==> src/rtl/cfx_pkg.sv <==
package cfx_pkg;

    typedef enum logic {
        DIR_TX = 1'b0,
        DIR_RX = 1'b1
    } cfx_dir_e;

    // bit0 active, bit1 empty, bit2 data available, bit3 full, bit4 half
    typedef struct packed {
        logic half;
        logic full;
        logic avail;
        logic empty;
        logic active;
    } cfx_stat_t;

    localparam int STAT_W = $bits(cfx_stat_t);

endpackage

==> src/rtl/cfx_wordfifo.sv <==
module cfx_wordfifo #(
    parameter int DEPTH  = 16,
    parameter int WORD_W = 32,
    localparam int PTR_W = $clog2(DEPTH),
    localparam int OCC_W = $clog2(DEPTH + 1)
) (
    input  logic              clk,
    input  logic              rst,
    input  logic              flush,
    input  logic              push_req,
    input  logic [WORD_W-1:0] push_data,
    input  logic              pop_req,
    output logic [WORD_W-1:0] head,
    output logic [OCC_W-1:0]  occ,
    output logic              push_rej,
    output logic              pop_rej
);
    localparam logic [OCC_W-1:0] FULL_OCC = OCC_W'(DEPTH);

    logic [WORD_W-1:0] mem [DEPTH];
    logic [PTR_W-1:0]  rd_ptr;
    logic [PTR_W-1:0]  wr_slot;
    logic [OCC_W-1:0]  occ_q;
    logic              push_ok;
    logic              pop_ok;

    // DEPTH is a power of two, so the slot wraps naturally
    assign wr_slot  = rd_ptr + PTR_W'(occ_q);
    assign push_ok  = push_req && (occ_q != FULL_OCC);
    assign pop_ok   = pop_req && (occ_q != '0);
    assign push_rej = push_req && !push_ok;
    assign pop_rej  = pop_req && !pop_ok;
    assign head     = mem[rd_ptr];
    assign occ      = occ_q;

    always_ff @(posedge clk) begin
        if (push_ok) begin
            mem[wr_slot] <= push_data;
        end
    end

    always_ff @(posedge clk) begin
        if (rst || flush) begin
            rd_ptr <= '0;
            occ_q  <= '0;
        end else begin
            if (pop_ok) begin
                rd_ptr <= rd_ptr + 1'b1;
            end
            case ({push_ok, pop_ok})
                2'b10:   occ_q <= occ_q + 1'b1;
                2'b01:   occ_q <= occ_q - 1'b1;
                default: occ_q <= occ_q;
            endcase
        end
    end

    AST_OCC_BOUND: assert property (@(posedge clk) disable iff (rst)
        occ_q <= FULL_OCC);
    AST_REJECT_HOLDS: assert property (@(posedge clk) disable iff (rst)
        (push_req && occ_q == FULL_OCC && !pop_req && !flush) |=> $stable(occ_q));

endmodule

==> src/rtl/cfx_bytepath.sv <==
module cfx_bytepath
    import cfx_pkg::*;
#(
    parameter int WORD_W = 32
) (
    input  logic              clk,
    input  logic              rst,
    input  logic              clr,
    input  cfx_dir_e          dir,
    input  logic              run,
    input  logic              last,
    input  logic              fifo_full,
    input  logic              fifo_empty,
    input  logic [WORD_W-1:0] head,
    input  logic              rx_valid,
    input  logic [7:0]        rx_byte,
    output logic              rx_ready,
    input  logic              tx_ready,
    output logic              tx_valid,
    output logic [7:0]        tx_byte,
    output logic              byte_fire,
    output logic              push_req,
    output logic [WORD_W-1:0] push_word,
    output logic              pop_req
);
    localparam int BPW  = WORD_W / 8;
    localparam int NB_W = $clog2(BPW);
    localparam int PD_W = $clog2(BPW + 1);
    localparam logic [NB_W-1:0] LAST_LANE = NB_W'(BPW - 1);

    logic [WORD_W-1:0] acc;
    logic [NB_W-1:0]   lane;
    logic [WORD_W-1:0] shreg;
    logic [PD_W-1:0]   pend;
    logic              rx_fire;
    logic              tx_fire;
    logic [WORD_W-1:0] merged;

    // receive: pack bytes little-endian
    assign rx_ready  = run && (dir == DIR_RX) && !fifo_full;
    assign rx_fire   = rx_ready && rx_valid;
    assign merged    = acc | ({{(WORD_W-8){1'b0}}, rx_byte} << {lane, 3'b000});
    assign push_req  = rx_fire && ((lane == LAST_LANE) || last);
    assign push_word = merged;

    // transmit: unpack words low byte first
    assign tx_valid  = run && (dir == DIR_TX) && ((|pend) || !fifo_empty);
    assign tx_byte   = (|pend) ? shreg[7:0] : head[7:0];
    assign tx_fire   = tx_valid && tx_ready;
    assign pop_req   = tx_fire && !(|pend);

    assign byte_fire = rx_fire || tx_fire;

    always_ff @(posedge clk) begin
        if (rst || clr) begin
            acc   <= '0;
            lane  <= '0;
            shreg <= '0;
            pend  <= '0;
        end else begin
            if (rx_fire) begin
                if (push_req) begin
                    acc  <= '0;
                    lane <= '0;
                end else begin
                    acc  <= merged;
                    lane <= lane + 1'b1;
                end
            end
            if (tx_fire) begin
                if (|pend) begin
                    shreg <= shreg >> 8;
                    pend  <= pend - 1'b1;
                end else begin
                    shreg <= head >> 8;
                    pend  <= PD_W'(BPW - 1);
                end
            end
        end
    end

endmodule

==> src/rtl/cfx_flags.sv <==
module cfx_flags
    import cfx_pkg::*;
#(
    parameter int DEPTH = 16,
    localparam int OCC_W = $clog2(DEPTH + 1)
) (
    input  logic             active,
    input  cfx_dir_e         dir,
    input  logic [OCC_W-1:0] occ,
    output cfx_stat_t        tx_stat,
    output cfx_stat_t        rx_stat
);
    localparam logic [OCC_W-1:0] FULL_OCC = OCC_W'(DEPTH);
    localparam logic [OCC_W-1:0] HALF_OCC = OCC_W'(DEPTH / 2);

    cfx_stat_t base;

    always_comb begin
        base        = '0;
        base.active = active;
        base.empty  = active && (occ == '0);
        base.avail  = active && (occ != '0);
        base.full   = active && (occ == FULL_OCC);

        tx_stat      = base;
        tx_stat.half = active && (occ <= HALF_OCC);
        rx_stat      = base;
        rx_stat.half = active && (occ >= HALF_OCC);

        if (dir == DIR_RX) begin
            tx_stat = '0;
        end else begin
            rx_stat = '0;
        end
    end

endmodule

==> src/rtl/card_fifo_xfer.sv <==
module card_fifo_xfer
    import cfx_pkg::*;
#(
    parameter int DEPTH  = 16,
    parameter int WORD_W = 32,
    parameter int LEN_W  = 16
) (
    input  logic              clk,
    input  logic              rst,
    input  logic              start,
    input  logic              start_dir_rx,
    input  logic [LEN_W-1:0]  start_len,
    input  logic              h_push,
    input  logic [WORD_W-1:0] h_wdata,
    input  logic              h_pop,
    output logic [WORD_W-1:0] h_rdata,
    input  logic              rx_valid,
    input  logic [7:0]        rx_byte,
    output logic              rx_ready,
    output logic              tx_valid,
    output logic [7:0]        tx_byte,
    input  logic              tx_ready,
    output logic              busy,
    output logic [4:0]        tx_stat,
    output logic [4:0]        rx_stat,
    output logic              data_end,
    output logic              block_end,
    output logic              ovf_err,
    output logic              unf_err
);
    localparam int BPW   = WORD_W / 8;
    localparam int SH_W  = $clog2(BPW);
    localparam int OCC_W = $clog2(DEPTH + 1);
    localparam logic [OCC_W-1:0] FULL_OCC = OCC_W'(DEPTH);

    cfx_dir_e          dir_q;
    logic [LEN_W-1:0]  bc_q, bc_n;
    logic [LEN_W-1:0]  wc_q, wc_n;
    logic [LEN_W:0]    len_round;
    logic [LEN_W-1:0]  wc_load;
    logic              busy_q, busy_n;
    logic              dend_q, bend_q, ovf_q, unf_q;

    logic              run, last, wc_nz;
    logic              byte_fire;
    logic              pk_push, tx_pop;
    logic [WORD_W-1:0] pk_word;
    logic              host_push_take, host_pop_take;
    logic              f_push, f_pop;
    logic [WORD_W-1:0] f_wdata;
    logic [WORD_W-1:0] f_head;
    logic [OCC_W-1:0]  f_occ;
    logic              f_push_rej, f_pop_rej;
    logic              wc_step;
    cfx_stat_t         tx_s, rx_s;

    assign run   = busy_q && (bc_q != '0);
    assign last  = (bc_q == LEN_W'(1));
    assign wc_nz = (wc_q != '0);

    // host accesses count only in their own direction and while words remain
    assign host_push_take = h_push && wc_nz && (dir_q == DIR_TX);
    assign host_pop_take  = h_pop && wc_nz && (dir_q == DIR_RX);

    assign f_push  = (dir_q == DIR_RX) ? pk_push : host_push_take;
    assign f_wdata = (dir_q == DIR_RX) ? pk_word : h_wdata;
    assign f_pop   = (dir_q == DIR_RX) ? host_pop_take : tx_pop;

    assign wc_step = (host_push_take && !f_push_rej) || (host_pop_take && !f_pop_rej);

    assign h_rdata = (wc_nz && (dir_q == DIR_RX) && (f_occ != '0)) ? f_head : '0;

    cfx_wordfifo #(.DEPTH(DEPTH), .WORD_W(WORD_W)) u_fifo (
        .clk       (clk),
        .rst       (rst),
        .flush     (start),
        .push_req  (f_push),
        .push_data (f_wdata),
        .pop_req   (f_pop),
        .head      (f_head),
        .occ       (f_occ),
        .push_rej  (f_push_rej),
        .pop_rej   (f_pop_rej)
    );

    cfx_bytepath #(.WORD_W(WORD_W)) u_bytes (
        .clk        (clk),
        .rst        (rst),
        .clr        (start),
        .dir        (dir_q),
        .run        (run),
        .last       (last),
        .fifo_full  (f_occ == FULL_OCC),
        .fifo_empty (f_occ == '0),
        .head       (f_head),
        .rx_valid   (rx_valid),
        .rx_byte    (rx_byte),
        .rx_ready   (rx_ready),
        .tx_ready   (tx_ready),
        .tx_valid   (tx_valid),
        .tx_byte    (tx_byte),
        .byte_fire  (byte_fire),
        .push_req   (pk_push),
        .push_word  (pk_word),
        .pop_req    (tx_pop)
    );

    cfx_flags #(.DEPTH(DEPTH)) u_flags (
        .active  (busy_q),
        .dir     (dir_q),
        .occ     (f_occ),
        .tx_stat (tx_s),
        .rx_stat (rx_s)
    );

    always_comb begin
        len_round = {1'b0, start_len} + (LEN_W+1)'(BPW - 1);
        wc_load   = LEN_W'(len_round >> SH_W);
        if (start) begin
            bc_n   = start_len;
            wc_n   = wc_load;
            busy_n = (start_len != '0);
        end else begin
            bc_n   = byte_fire ? (bc_q - 1'b1) : bc_q;
            wc_n   = wc_step ? (wc_q - 1'b1) : wc_q;
            busy_n = busy_q && ((bc_n != '0) || (wc_n != '0));
        end
    end

    always_ff @(posedge clk) begin
        if (rst) begin
            dir_q  <= DIR_TX;
            bc_q   <= '0;
            wc_q   <= '0;
            busy_q <= 1'b0;
            dend_q <= 1'b0;
            bend_q <= 1'b0;
            ovf_q  <= 1'b0;
            unf_q  <= 1'b0;
        end else begin
            bc_q   <= bc_n;
            wc_q   <= wc_n;
            busy_q <= busy_n;
            if (start) begin
                dir_q  <= start_dir_rx ? DIR_RX : DIR_TX;
                dend_q <= (start_len == '0);
                bend_q <= (start_len == '0);
                ovf_q  <= 1'b0;
                unf_q  <= 1'b0;
            end else begin
                if (byte_fire && last) begin
                    dend_q <= 1'b1;
                    bend_q <= 1'b1;
                end
                ovf_q <= ovf_q || f_push_rej;
                unf_q <= unf_q || f_pop_rej;
            end
        end
    end

    assign busy      = busy_q;
    assign tx_stat   = tx_s;
    assign rx_stat   = rx_s;
    assign data_end  = dend_q;
    assign block_end = bend_q;
    assign ovf_err   = ovf_q;
    assign unf_err   = unf_q;

    AST_BUSY_DROP: assert property (@(posedge clk) disable iff (rst)
        (!busy_q && $past(busy_q) && !$past(start)) |-> (bc_q == '0 && wc_q == '0));
    AST_DATA_END_HELD: assert property (@(posedge clk) disable iff (rst)
        (busy_q && bc_q == '0) |-> (dend_q && bend_q));
    AST_ONE_BYTE_STEP: assert property (@(posedge clk) disable iff (rst)
        !start |=> (bc_q == $past(bc_q)) || (bc_q == $past(bc_q) - 1'b1));
    AST_RX_READY_ROOM: assert property (@(posedge clk) disable iff (rst)
        rx_ready |-> (rx_s.active && !rx_s.full));
    AST_TX_ACTIVE: assert property (@(posedge clk) disable iff (rst)
        tx_valid |-> (tx_s.active && rx_s == '0));

endmodule

==> config.mk <==
export PLATFORM = sky130hd
export DESIGN_NAME = card_fifo_xfer
export DESIGN_NICKNAME = d
export VERILOG_FILES = /design/src/rtl/cfx_pkg.sv /design/src/rtl/cfx_wordfifo.sv /design/src/rtl/cfx_bytepath.sv /design/src/rtl/cfx_flags.sv /design/src/rtl/card_fifo_xfer.sv
export SDC_FILE = /design/constraint.sdc
export NUM_CORES = 1
export LEC_CHECK = 0
export CAP_MARGIN = 20
export CORE_MARGIN = 1.5
export CORE_UTILIZATION = 40
export DETAILED_ROUTE_END_ITERATION = 16
export PLACE_DENSITY_LB_ADDON = 0.05
export SETUP_SLACK_MARGIN = 0.2
export SYNTH_ARGS = -nofsm -noshare
export SYNTH_HDL_FRONTEND = slang
export SYNTH_SLANG_ARGS = --single-unit
==> constraint.sdc <==
create_clock -name clk -period 5.18 [get_ports clk]
set_input_delay 1.036 -clock clk [delete_from_list [all_inputs] [get_ports clk]]
set_output_delay 1.036 -clock clk [all_outputs]
set_load 0.005 [all_outputs]
==> After elaboration in Yosys (flattened, before gate mapping) <==
Memories as Yosys holds them, arrays and structs flattened. A register that Yosys moved wholly into a read port is not among the register bits.
Index checks and enable logic that the tools add are counted.
{ "word_totals": {"word_cells": 114, "reg_bits": 115, "memories": 1, "in_bits": 64, "output_inout_bits": 57, "mem_bits_rw": 512} }
{ "mem_list": {"columns": ["name", "depth", "word_bits", "rd", "rd_ports_with_merged_regs", "wr", "line", "source"], "rows": [
  ["u_fifo.mem", 16, 32, 1, 1, 1, "cfx_wordfifo.sv:20", "logic [WORD_W-1:0] mem [DEPTH];"]
]} }
{ "op_classes": {"shifts": 1, "muxes": 24, "addsub": 9, "eq_ne": 6, "n_lt_le_gt_ge": 2, "n_bitwise": 2, "reduce_logical": 55} }
{ "ops": {"columns": ["cell", "count"], "rows": [
  ["two-way mux 32 bit", 3],
  ["nonzero test 16 bit", 5],
  ["two-way mux 16 bit", 3],
  ["bitwise OR 32 bit", 1],
  ["left shift 8 x 5 -> 32 bit", 1],
  ["subtractor 16 x 1 -> 16 bit (second input constant)", 2],
  ["logical AND 1 bit", 28],
  ["two-way mux 24 bit", 1],
  ["adder 16 x 2 -> 17 bit (second input constant)", 1],
  ["== test 16 x 1 -> 1 bit (second input constant)", 1],
  ["zero test 16 bit", 1],
  ["two-way mux 15 bit", 1],
  ["two-way mux 5 bit", 2],
  ["case mux 5 bit (2 select lines)", 1],
  ["logical OR 1 bit", 8],
  ["two-way mux 1 bit", 8],
  ["two-way mux 4 bit", 2],
  ["two-way mux 8 bit", 1],
  ["zero test 1 bit", 7],
  ["adder 5 x 1 -> 5 bit (second input constant)", 1],
  ["== test 5 bit (second input constant)", 1],
  ["greater-or-equal comparator 5 x 4 -> 1 bit (second input constant)", 1],
  ["less-or-equal comparator 5 x 4 -> 1 bit (second input constant)", 1],
  ["zero test 5 bit", 1],
  ["15 further kinds", 17]
]} }

==> Longest topological paths before layout <==
{ "logic_depth": {"word_depth": 18, "mapped_depth": 18, "mapped_depth_nobuf": 17} }

==> Modules after synthesis <==
Synthesis repeated with hierarchy kept, for this count alone.
{ "unflattened": {"cells_unflattened": 1571, "area_unflattened_um2": 26225.2} }
{ "by_module_without_submodules": {"columns": ["mod", "cells_per_inst", "instances", "area_each_um2"], "rows": [
  ["cfx_wordfifo", 828, 1, 20129.3],
  ["card_fifo_xfer", 413, 1, 3160.5],
  ["cfx_bytepath", 314, 1, 2839.0],
  ["cfx_flags", 16, 1, 96.3]
]} }

==> Worst setup path before layout <==
No wires, ideal clock.
{ "synth_path": {"path_type": "register -> register", "start": "register bc_q[8]", "end": "memory u_fifo.mem[4][0], enable pin", "slack_ns": 1.271, "t_arrival_ns": 3.488, "setup_ns": 0.421, "path_buffers": 1, "t_required_ns": 4.759, "synth_period_minus_slack_ns": 3.909, "path_stages_with_launch": 10, "cell_sequence": "dfxtp_1 -> buf_2 -> or4_4 -> nor3_4 -> a31oi_1 -> o21ai_1 -> and2_1 -> inv_2 -> or3_1 -> nor2_1"} }
{ "synth_between": {"elab_chain_len": 10, "elab_cells_between_ends": 12} }
{ "synth_rtl": {"columns": ["element", "line", "source"], "rows": [
  ["start, declared", "card_fifo_xfer.sv:37", "logic [LEN_W-1:0] bc_q, bc_n;"],
  ["start signal, assigned", "card_fifo_xfer.sv:141", "bc_q <= bc_n;"],
  ["nonzero test 16 bit", "card_fifo_xfer.sv:57", "assign run = busy_q && (bc_q != '0);"],
  ["logical AND 1 bit", "card_fifo_xfer.sv:57", null],
  ["logical AND 1 bit (2 in series)", "cfx_bytepath.sv:40", "assign rx_ready = run && (dir == DIR_RX) && !fifo_full;"],
  ["logical AND 1 bit", "cfx_bytepath.sv:41", "assign rx_fire = rx_ready && rx_valid;"],
  ["logical AND 1 bit *", "cfx_bytepath.sv:43", "assign push_req = rx_fire && ((lane == LAST_LANE) || last);"],
  ["two-way mux 1 bit *", "card_fifo_xfer.sv:65", "assign f_push = (dir_q == DIR_RX) ? pk_push : host_push_take;"],
  ["logical AND 1 bit *", "cfx_wordfifo.sv:29", "assign push_ok = push_req && (occ_q != FULL_OCC);"],
  ["two-way mux 1 bit *", "cfx_wordfifo.sv:37", "if (push_ok) begin"],
  ["two-way mux 1 bit (implied by the code) *", "cfx_wordfifo.sv:38", "mem[wr_slot] <= push_data;"],
  ["end, declared", "cfx_wordfifo.sv:20", null]
]} }
Mark *: on every way between the ends. The rest lies on a longest branch, timed or not.

==> results.sh <==
export IMPL_clock_sinks=623
export IMPL_final_cell_mix="edfxtp_1, nor2_1, mux4_2"
export IMPL_core_rowCount=92
export IMPL_wl_per_cell_um=27.01
export IMPL_fin_crit_sh_pct=86.40
export IMPL_htree_levels=3
export IMPL_r2r_slack_ns=1.20
export IMPL_grt_pass1_vias=14630
export IMPL_vias=14730
export IMPL_post_cts_resized=0
export IMPL_syn_cell_area_um2=25730
export IMPL_tightest_slew_ns=1.056
export IMPL_cts_buffers=68
export IMPL_grt_ovfl_total=0
export IMPL_clock_skew_ns=0.02498
export IMPL_outcome="completed"
export IMPL_synth_edf_count=512
export IMPL_slew_viol_final=0
export IMPL_fmax_mhz=223.4
export IMPL_postCtsSetupRepairBufs=0
export IMPL_yosysSeqAreaShare_pct=68.40
export IMPL_syn_avg_cell_area_um2=16.27
export IMPL_p_leak_nw=9.928
export IMPL_grt_pass1_wl_um=103800
export IMPL_worstPathArrival_ns=3.44
export IMPL_maxCapViolations=0
export IMPL_die_x_um=256.6
export IMPL_drive_gt1_share_pct=20.92
export IMPL_synth_seq_cells=623
export IMPL_grt_max_degree=51
export IMPL_fp_dieH_um=256.6
export IMPL_start_kind="flop"
export IMPL_holdCritPathClass="flop to flop"
export IMPL_p_per_area_nw_per_um2=370.8
export IMPL_io_pins=121
export IMPL_rsz0062_at_grt="no"
export IMPL_fin_nets=1830
export IMPL_numPortBuffers=120
export IMPL_cts_hold_fix_buffers=0
export IMPL_yosysWarningCount=0
export IMPL_setup_viol=0
export IMPL_track_usage_pct=21.95
export IMPL_cts_root_buf="clkbuf_16"
export IMPL_r2r_start="bc_q[0]"
export IMPL_synth_top_cell_area_share_pct=59.76
export IMPL_peakVddDrop_mv=0.2343
export IMPL_synth_nets=1662
export IMPL_period_minus_slack_ns=4.476
export IMPL_whs_endpoint="u_bytes.acc[26]"
export IMPL_fin_tns_setup_ns=0
export IMPL_die_area_um2=65850
export IMPL_path_class="flop to output pin"
export IMPL_worstSkewPairLatency_ns=0.61
export IMPL_cts_clk_slew_worst_paths_ns=0.06
export IMPL_cts_tree="built"
export IMPL_start_util_pct=40.63
export IMPL_hold_depth=2
export IMPL_dominantRegCellSynth="edfxtp_1"
export IMPL_final_hold_violation_count=0
export IMPL_rr_worst_depth=11
export IMPL_area_growth_pct=19.89
export IMPL_cts_buffer_depth=3
export IMPL_synth_distinct_cells=64
export IMPL_synth_async_sr_flop_share_pct=0
export IMPL_ant_nets=0
export IMPL_gp_congestion=0.7910
export IMPL_power_w=0.01144
export IMPL_drtPass1Iterations=5
export IMPL_required_ns=4.14
export IMPL_maxSlewHeadroom_pct=29.61
export IMPL_netlist_top_cells_area="edfxtp_1, mux4_2, dfxtp_1"
export IMPL_drtIter0Drc=1271
export IMPL_dp_hpwl_um=46010
export IMPL_antenna_found_initial=3
export IMPL_nFillCells=5389
export IMPL_wirelength_um=71560
export IMPL_r2r_end="u_fifo.mem[4][20]"
export IMPL_holdWs_ns=0.4670
export IMPL_drc_errors=0
export IMPL_hp_start="u_bytes.acc[26]"
export IMPL_via_per_inst=5.557
export IMPL_yosysTopAreaCell="edfxtp_1"
export IMPL_end_kind="output pin"
export IMPL_postSynthCellCount=1581
export IMPL_final_common_cell="edfxtp_1"
export IMPL_path_max_fanout=20
export IMPL_core_um2=63310
[power breakdown]
part	total (W)	switching [W]	internal (W)	leakage [nW]
Clock	0.00523	0.00198	0.00325	1.16
Sequential	0.00556	0.0000395	0.00552	5.53
Combinational	0.000643	0.000401	0.000243	3.24
[cells by family after synthesis]
logic type,Yosys count,synth area share [%]
fa+ha+maj,17,0.8852
buf+inv,121,1.887
flops,623,68.40
simple gates,369,6.824
mux,191,15.25
compound gates,208,4.980
xor+xnor,52,1.770
[sequential cells by signal (all words and copies together) (netlist names), 2 cells and up, named ones only]
signal / count
wc_q: 16
u_bytes.pend: 3
u_bytes.acc: 32
u_fifo.mem: 512
bc_q: 16
u_fifo.occ: 5
u_fifo.rd_ptr: 4
u_bytes.lane: 2
u_bytes.shreg: 24
[critical path, stage by stage, from the launching register on]
cell and delay [ns]:
dfxtp_4 0.57, buf_4 0.45, mux4_2 0.57, mux4_2 0.56, and2_1 0.19, clkdlybuf4s50_1 0.47
[worst max-delay path by stage]
stage,slack (ns),end
final,0.70,h_rdata[22]
after global routing,0.57,h_rdata[22]
after CTS,0.60,h_rdata[22]
after detailed placement,1.03,u_fifo.mem[4][14]
after global placement,1.08,u_fifo.mem[4][14]
after floorplan,1.27,u_fifo.mem[4][0]
[Yosys cell counts (3+ instances only)]
cell type / number
ha_1: 15
nor2_1: 194
a211oi_1: 44
nor4_1: 17
or3_1: 7
a21o_1: 4
nand3_1: 11
xor2_1: 31
a31oi_1: 6
nor3_1: 16
clkbuf_2: 8
xnor2_1: 21
o21ai_0: 8
mux4_2: 160
mux2i_1: 23
buf_2: 8
mux2_2: 8
nand2_1: 36
and3_1: 9
a311oi_1: 5
edfxtp_1: 512
and4_1: 3
clkbuf_1: 64
dfxtp_1: 111
nor2b_1: 3
a21oi_1: 117
buf_1: 16
nand4_1: 12
nand3b_1: 5
a22oi_1: 8
and2_1: 38
inv_1: 22
[cell type report]
class | instances | area (um2) | area share (%)
multi-input combinational | 837 | 7780 | 25.23
inverter | 23 | 86.33 | 0.2799
tap | 846 | 1059 | 3.432
antenna | 2 | 5.005 | 0.01623
clock inverter | 35 | 578.1 | 1.874
timing repair buffer | 196 | 1897 | 6.150
sequential | 623 | 17610 | 57.09
clock buffer | 88 | 1829 | 5.931
[per-layer routing]
layer	global-route usage, %	share of wire (%)
met1	31.04	45
met2	34.55	47
met3	4.073	5.5
met4	6.291	2.4
met5	1.827	0.25
[stage by stage]
stage | instances | util [%] | setup slack (ns) | area, um2
after floorplan | 1581 | - | 1.271 | 25730
after global placement | 2511 | 44.74 | 1.076 | 28320
after detailed placement | 2513 | 44.76 | 1.029 | 28340
after CTS | 2636 | 48.57 | 0.6044 | 30750
after global routing | 2648 | 48.71 | 0.5661 | 30840
final | 2650 | 48.72 | 0.7043 | 30840
(Power assumes the default switching activity.)
